## src/rtl/irqsl_pkg.sv

```systemverilog
package irqsl_pkg;

  typedef enum logic [1:0] {
    SENSE_LOW  = 2'd0,
    SENSE_FALL = 2'd1,
    SENSE_RISE = 2'd2,
    SENSE_BOTH = 2'd3
  } senseT;

  typedef struct packed {
    logic wrSense;
    logic wrStatus;
  } strobeT;

endpackage

```

## src/rtl/irqsl_ctrl.sv

```systemverilog
module irqsl_ctrl
  import irqsl_pkg::*;
#(
  parameter int NUM_PINS   = 8,
  parameter int ADDR_W     = 8,
  parameter int DATA_W     = 32,
  parameter int STATUS_OFS = 'h10,
  parameter int SENSE_OFS  = 'h14
) (
  input  logic                  regValid,
  input  logic                  regWrite,
  input  logic [ADDR_W-1:0]     regAddr,
  input  logic [2*NUM_PINS-1:0] senseQ,
  input  logic [NUM_PINS-1:0]   statusQ,
  output strobeT                strb,
  output logic [DATA_W-1:0]     regRdata
);

  localparam logic [ADDR_W-1:0] StatusAddr = ADDR_W'(STATUS_OFS);
  localparam logic [ADDR_W-1:0] SenseAddr  = ADDR_W'(SENSE_OFS);

  logic hitStatus, hitSense, isRead;

  assign hitStatus = (regAddr == StatusAddr);
  assign hitSense  = (regAddr == SenseAddr);
  assign isRead    = regValid && !regWrite;

  always_comb begin
    strb.wrStatus = regValid && regWrite && hitStatus;
    strb.wrSense  = regValid && regWrite && hitSense;
  end

  always_comb begin
    regRdata = '0;
    if (isRead && hitSense)  regRdata[2*NUM_PINS-1:0] = senseQ;
    if (isRead && hitStatus) regRdata[NUM_PINS-1:0]   = statusQ;
  end

endmodule

```

## src/rtl/irqsl_datapath.sv

```systemverilog
module irqsl_datapath
  import irqsl_pkg::*;
#(
  parameter int NUM_PINS = 8
) (
  input  logic                  clk,
  input  logic                  rstN,
  input  strobeT                strb,
  input  logic [2*NUM_PINS-1:0] wdata,
  input  logic [NUM_PINS-1:0]   irqPin,
  output logic [2*NUM_PINS-1:0] senseQ,
  output logic [NUM_PINS-1:0]   statusQ
);

  localparam int SenseW = 2 * NUM_PINS;

  logic [NUM_PINS-1:0] syncA, syncB, prevQ, hit, keepMask, statusD;

  // two-flop synchroniser plus one history stage; idle level is high
  always_ff @(posedge clk or negedge rstN) begin
    if (!rstN) begin
      syncA <= '1;
      syncB <= '1;
      prevQ <= '1;
    end else begin
      syncA <= irqPin;
      syncB <= syncA;
      prevQ <= syncB;
    end
  end

  for (genvar n = 0; n < NUM_PINS; n++) begin : g_detect
    senseT mode;
    assign mode = senseT'(senseQ[2*n +: 2]);
    always_comb begin
      unique case (mode)
        SENSE_LOW:  hit[n] = !syncB[n];
        SENSE_FALL: hit[n] = prevQ[n] && !syncB[n];
        SENSE_RISE: hit[n] = !prevQ[n] && syncB[n];
        SENSE_BOTH: hit[n] = prevQ[n] ^ syncB[n];
        default:    hit[n] = 1'b0;
      endcase
    end

    AST_LEVEL_HOLDS: assert property (@(posedge clk) disable iff (!rstN)
      (senseQ[2*n +: 2] == 2'd0 && !syncB[n]) |=> statusQ[n]);
  end

  assign keepMask = strb.wrStatus ? wdata[NUM_PINS-1:0] : '1;
  assign statusD  = (statusQ & keepMask) | hit;

  always_ff @(posedge clk or negedge rstN) begin
    if (!rstN) begin
      senseQ  <= '0;
      statusQ <= '0;
    end else begin
      statusQ <= statusD;
      if (strb.wrSense) senseQ <= wdata[SenseW-1:0];
    end
  end

  AST_SET_NEEDS_EVENT: assert property (@(posedge clk) disable iff (!rstN)
    ((statusQ & ~$past(statusQ) & ~$past(hit)) == '0));

  AST_CLEAR_NEEDS_WRITE: assert property (@(posedge clk) disable iff (!rstN)
    (($past(statusQ) & ~statusQ &
      ~($past(strb.wrStatus) ? ~$past(wdata[NUM_PINS-1:0]) : '0)) == '0));

  AST_SENSE_LOADS: assert property (@(posedge clk) disable iff (!rstN)
    strb.wrSense |=> (senseQ == $past(wdata)));

endmodule

```

## src/rtl/irq_sense_latch.sv

```systemverilog
module irq_sense_latch
  import irqsl_pkg::*;
#(
  parameter int NUM_PINS   = 8,
  parameter int ADDR_W     = 8,
  parameter int DATA_W     = 32,
  parameter int STATUS_OFS = 'h10,
  parameter int SENSE_OFS  = 'h14
) (
  input  logic                clk,
  input  logic                rstN,
  input  logic                regValid,
  input  logic                regWrite,
  input  logic [ADDR_W-1:0]   regAddr,
  input  logic [DATA_W-1:0]   regWdata,
  output logic [DATA_W-1:0]   regRdata,
  input  logic [NUM_PINS-1:0] irqPin,
  output logic [NUM_PINS-1:0] irqReq
);

  localparam int SenseW = 2 * NUM_PINS;

  strobeT              strb;
  logic [SenseW-1:0]   senseQ;
  logic [NUM_PINS-1:0] statusQ;
  logic                unusedWdataHi;

  assign unusedWdataHi = ^regWdata[DATA_W-1:SenseW];

  irqsl_ctrl #(
    .NUM_PINS(NUM_PINS), .ADDR_W(ADDR_W), .DATA_W(DATA_W),
    .STATUS_OFS(STATUS_OFS), .SENSE_OFS(SENSE_OFS)
  ) u_ctrl (
    .regValid(regValid),
    .regWrite(regWrite),
    .regAddr (regAddr),
    .senseQ  (senseQ),
    .statusQ (statusQ),
    .strb    (strb),
    .regRdata(regRdata)
  );

  irqsl_datapath #(.NUM_PINS(NUM_PINS)) u_dp (
    .clk    (clk),
    .rstN   (rstN),
    .strb   (strb),
    .wdata  (regWdata[SenseW-1:0]),
    .irqPin (irqPin),
    .senseQ (senseQ),
    .statusQ(statusQ)
  );

  assign irqReq = statusQ;

endmodule

```

## config.mk

```make
export PLATFORM = sky130hd
export DESIGN_NAME = irq_sense_latch
export DESIGN_NICKNAME = d
export VERILOG_FILES = /design/src/rtl/irqsl_pkg.sv /design/src/rtl/irqsl_ctrl.sv /design/src/rtl/irqsl_datapath.sv /design/src/rtl/irq_sense_latch.sv
export SDC_FILE = /design/constraint.sdc
export NUM_CORES = 1
export LEC_CHECK = 0
export CAP_MARGIN = 20
export CORE_ASPECT_RATIO = 2
export CORE_MARGIN = 4
export CORE_UTILIZATION = 44
export DETAILED_ROUTE_END_ITERATION = 7
export GPL_TIMING_DRIVEN = 0
export HOLD_SLACK_MARGIN = 0.02
export PLACE_DENSITY_LB_ADDON = 0.15
export SETUP_SLACK_MARGIN = 0.1
export SLEW_MARGIN = 20
export SYNTH_ARGS = -nofsm -noshare
export SYNTH_HDL_FRONTEND = slang
export SYNTH_SLANG_ARGS = --single-unit
export TNS_END_PERCENT = 100
```

## constraint.sdc

```tcl
create_clock -name clk -period 2.8 [get_ports clk]
set_clock_uncertainty 0.05 [all_clocks]
set_input_delay 0.56 -clock clk [delete_from_list [all_inputs] [get_ports clk]]
set_output_delay 0.56 -clock clk [all_outputs]
set_load 0.03 [all_outputs]
```

==> flow_metrics.env <==
export IMPL_run_status="finished clean"
export IMPL_viasPerCell=4.94
export IMPL_fin_nets=361
export IMPL_synthDistinctLibCells=23
export IMPL_synth_xor_area_frac=0
export IMPL_synth_ff_type="dfstp_2"
export IMPL_path_max_fanout=8
export IMPL_path_cells="buf_6 > or4b_4 > buf_8 > or3_4 > buf_12 > nor2_4 > buf_6"
export IMPL_placementRows=38
export IMPL_track_usage=0.175
export IMPL_crit_path_start_kind="input port"
export IMPL_grt_first_pass_wirelength_um=8890
export IMPL_core_um2=5370
export IMPL_place_area_um2=3150
export IMPL_hold_class="input port to async pin"
export IMPL_yosys_area_share_simple=0.0972
export IMPL_syn_cell_area_um2=2420
export IMPL_met2_length_um=3020
export IMPL_dp_hpwl_um=4020
export IMPL_p_leak_nw=1.61
export IMPL_clk_pin_slew_ps=90
export IMPL_max_slew_worst_pin_slew_ps=646
export IMPL_cts_buffers_inserted=5
export IMPL_hold_violations=0
export IMPL_crit_slowest_cell="or4b_4"
export IMPL_num_vias=1748
export IMPL_die_y_um=113
export IMPL_antenna_found_initial=0
export IMPL_yosys_warnings=0
export IMPL_rsz0062_at_grt="true"
export IMPL_synth_seq_cells=48
export IMPL_die_width_um=60.4
export IMPL_m1WireLength_um=1770
export IMPL_relSlewSlack=0.569
export IMPL_routedWlPerCell_um=15.0
export IMPL_ir_drop_uv=442
export IMPL_cp_common_cell="buf_6"
export IMPL_synth_edf_count=0
export IMPL_slew_viol_final=0
export IMPL_drtAntennaViolNets=0
export IMPL_cts_root_buf="clkbuf_8"
export IMPL_arrival_ps=2100
export IMPL_finalCriticalPeriod_ps=2710
export IMPL_met3_wirelength_um=382
export IMPL_cts_hold_buf=0
export IMPL_cts_tree="done"
export IMPL_power_density_nw_per_um2=409
export IMPL_synth_compound_area_frac=0.0848
export IMPL_area_delta_synth_final_pct=44.2
export IMPL_io_pins=92
export IMPL_die_area_um2=6820
export IMPL_drc=0
export IMPL_synth_seq_area_share=0.509
export IMPL_path_class="input port to primary output"
export IMPL_synth_adder_area_share=0.0827
export IMPL_port_buffers=58
export IMPL_slowest_delay_ps=540
export IMPL_finalSetupViolations=0
export IMPL_power_mw=1.43
export IMPL_ys_async_sr_fraction=1.00
export IMPL_firstDrtPassIters=4
export IMPL_gp_congestion=0.765
export IMPL_drive_gt1_frac=0.415
export IMPL_grt_start_max_net_pins=32
export IMPL_start_util=0.450
export IMPL_clkLatencyLatePin_ps=310
export IMPL_final_cell_area_um2=3490
export IMPL_maxCapViolations=0
export IMPL_cts_path_max_buffers=2
export IMPL_yosys_mux_area_fraction=0.128
export IMPL_grt_ovfl_total=0
export IMPL_period_share=0.969
export IMPL_synth_top_family_by_area="multiplexers"
export IMPL_antenna_cells=0
export IMPL_h_tree_depth=2
export IMPL_cts_sinks=48
export IMPL_synthCells=202
export IMPL_timing_fmax_mhz=368
export IMPL_first_global_vias=1927
export IMPL_drt_iter0_drc=39
export IMPL_critPathCaptureType="primary output"
export IMPL_drt_wl_total_um=5310
export IMPL_cp_required_ps=2190
export IMPL_syn_avg_cell_area_um2=12.0
export IMPL_top_layer="met4"
export IMPL_n_fill_cell=446
-- power breakdown --
part / internal, mW / total, mW / switching, mW
clock: 0.265 / 0.494 / 0.229
combinational: 0.0912 / 0.184 / 0.0927
sequential: 0.731 / 0.750 / 0.0190
-- synth_stat cells (all sizes together), types with 9 or more instances --
cell / number / share of area
dfstp: 24 / 0.26
buf: 21 / 0.067
mux2: 16 / 0.074
ha: 16 / 0.083
nor2: 11 / 0.017
mux2i: 13 / 0.054
nand2: 9 / 0.014
inv: 16 / 0.025
o211ai: 16 / 0.050
dfrtp: 24 / 0.25
-- final cells by class --
type / instances / area, um2 / share of cell area
clock buffer: 6 / 72.6 / 0.0208
inverter: 16 / 60.1 / 0.0172
multi-input combinational: 129 / 1120 / 0.320
buffer: 24 / 198 / 0.0567
sequential: 48 / 1230 / 0.353
timing repair buffer: 69 / 699 / 0.201
tap: 60 / 75.1 / 0.0215
clock inverter: 2 / 35.0 / 0.0100
-- layer usage --
metal,track usage,up-vias
met5,0,-
met4,0.0796,0
met3,0.0491,9
met2,0.314,59
met1,0.179,829
li1,-,851
-- flip-flops by register name, summed over array words and instances (netlist names) --
name and flops:
u_dp.senseQ 16, u_dp.prevQ 8, u_dp.syncA 8, u_dp.statusQ 8, u_dp.syncB 8
-- critical path: cells and delay by family --
family                 cells  cell delay (ps)
AND/OR/NAND/NOR            3             1000
buffers and inverters      4              550
-- metrics by stage --
step                      setup WS [ps]  cells  setup TNS (ps)  hold WS (ps)   util
after floorplan                    17.9    217               0           214      -
after global placement             -863    335          -18740           296  0.583
after detailed placement           -875    336          -13440           297  0.586
after CTS                          86.4    352               0           136  0.631
after global routing               71.1    354               0           156  0.649
final                              85.7    354               0           137  0.649
-- what timing repair did --
item,4_1_cts,5_1_grt
buffers inserted,8,2
endpoints found under the setup margin,16,16
pin swaps,12,3
gates cloned,0,0
resized for setup,150,21
-- cells by family (layout without fill, tap and decap cells) --
kind of cell,Yosys count,in the layout
simple gates,41,41
flops,48,48
buf+inv,40,117
fa+ha+maj,16,16
compound gates,27,27
other cells,1,16
mux,29,29
-- cells in the final DEF, fill, tap and decap left out, types with 5 or more instances in the layout --
| master | instances |
|---|---|
| clkbuf_8 | 5 |
| o211ai_1 | 16 |
| clkdlybuf4s50_1 | 33 |
| o41ai_1 | 8 |
| ha_1 | 16 |
| nand2_1 | 9 |
| nor2_4 | 8 |
| mux2_2 | 16 |
| dfrtp_1 | 24 |
| nand2b_1 | 8 |
| conb_1 | 16 |
| and3_4 | 7 |
| mux2i_1 | 13 |
| inv_1 | 16 |
| buf_6 | 22 |
| buf_4 | 23 |
| dfstp_2 | 24 |
-- path summary, 6_finish.rpt --
| path | cells past startpoint | to | slack [ps] | startpoint |
|---|---|---|---|---|
| min reg2reg | 0 | u_dp.syncB[1]$_DFF_PN1_ | 300 | u_dp.syncA[1]$_DFF_PN1_ |
| min in group clk | 0 | u_dp.syncB[1]$_DFF_PN1_ | 300 | u_dp.syncA[1]$_DFF_PN1_ |
| max | 7 | regRdata[3] | 90 | regAddr[5] |
| max reg2reg | 5 | u_dp.statusQ[1]$_DFF_PN0_ | 1500 | u_dp.prevQ[1]$_DFF_PN1_ |
| min | 1 | u_dp.senseQ[0]$_DFFE_PN0P_ | 140 | rstN |
| max in group asynchronous | 2 | u_dp.syncA[5]$_DFF_PN1_ | 1970 | rstN |
(Power assumes the default switching activity.)
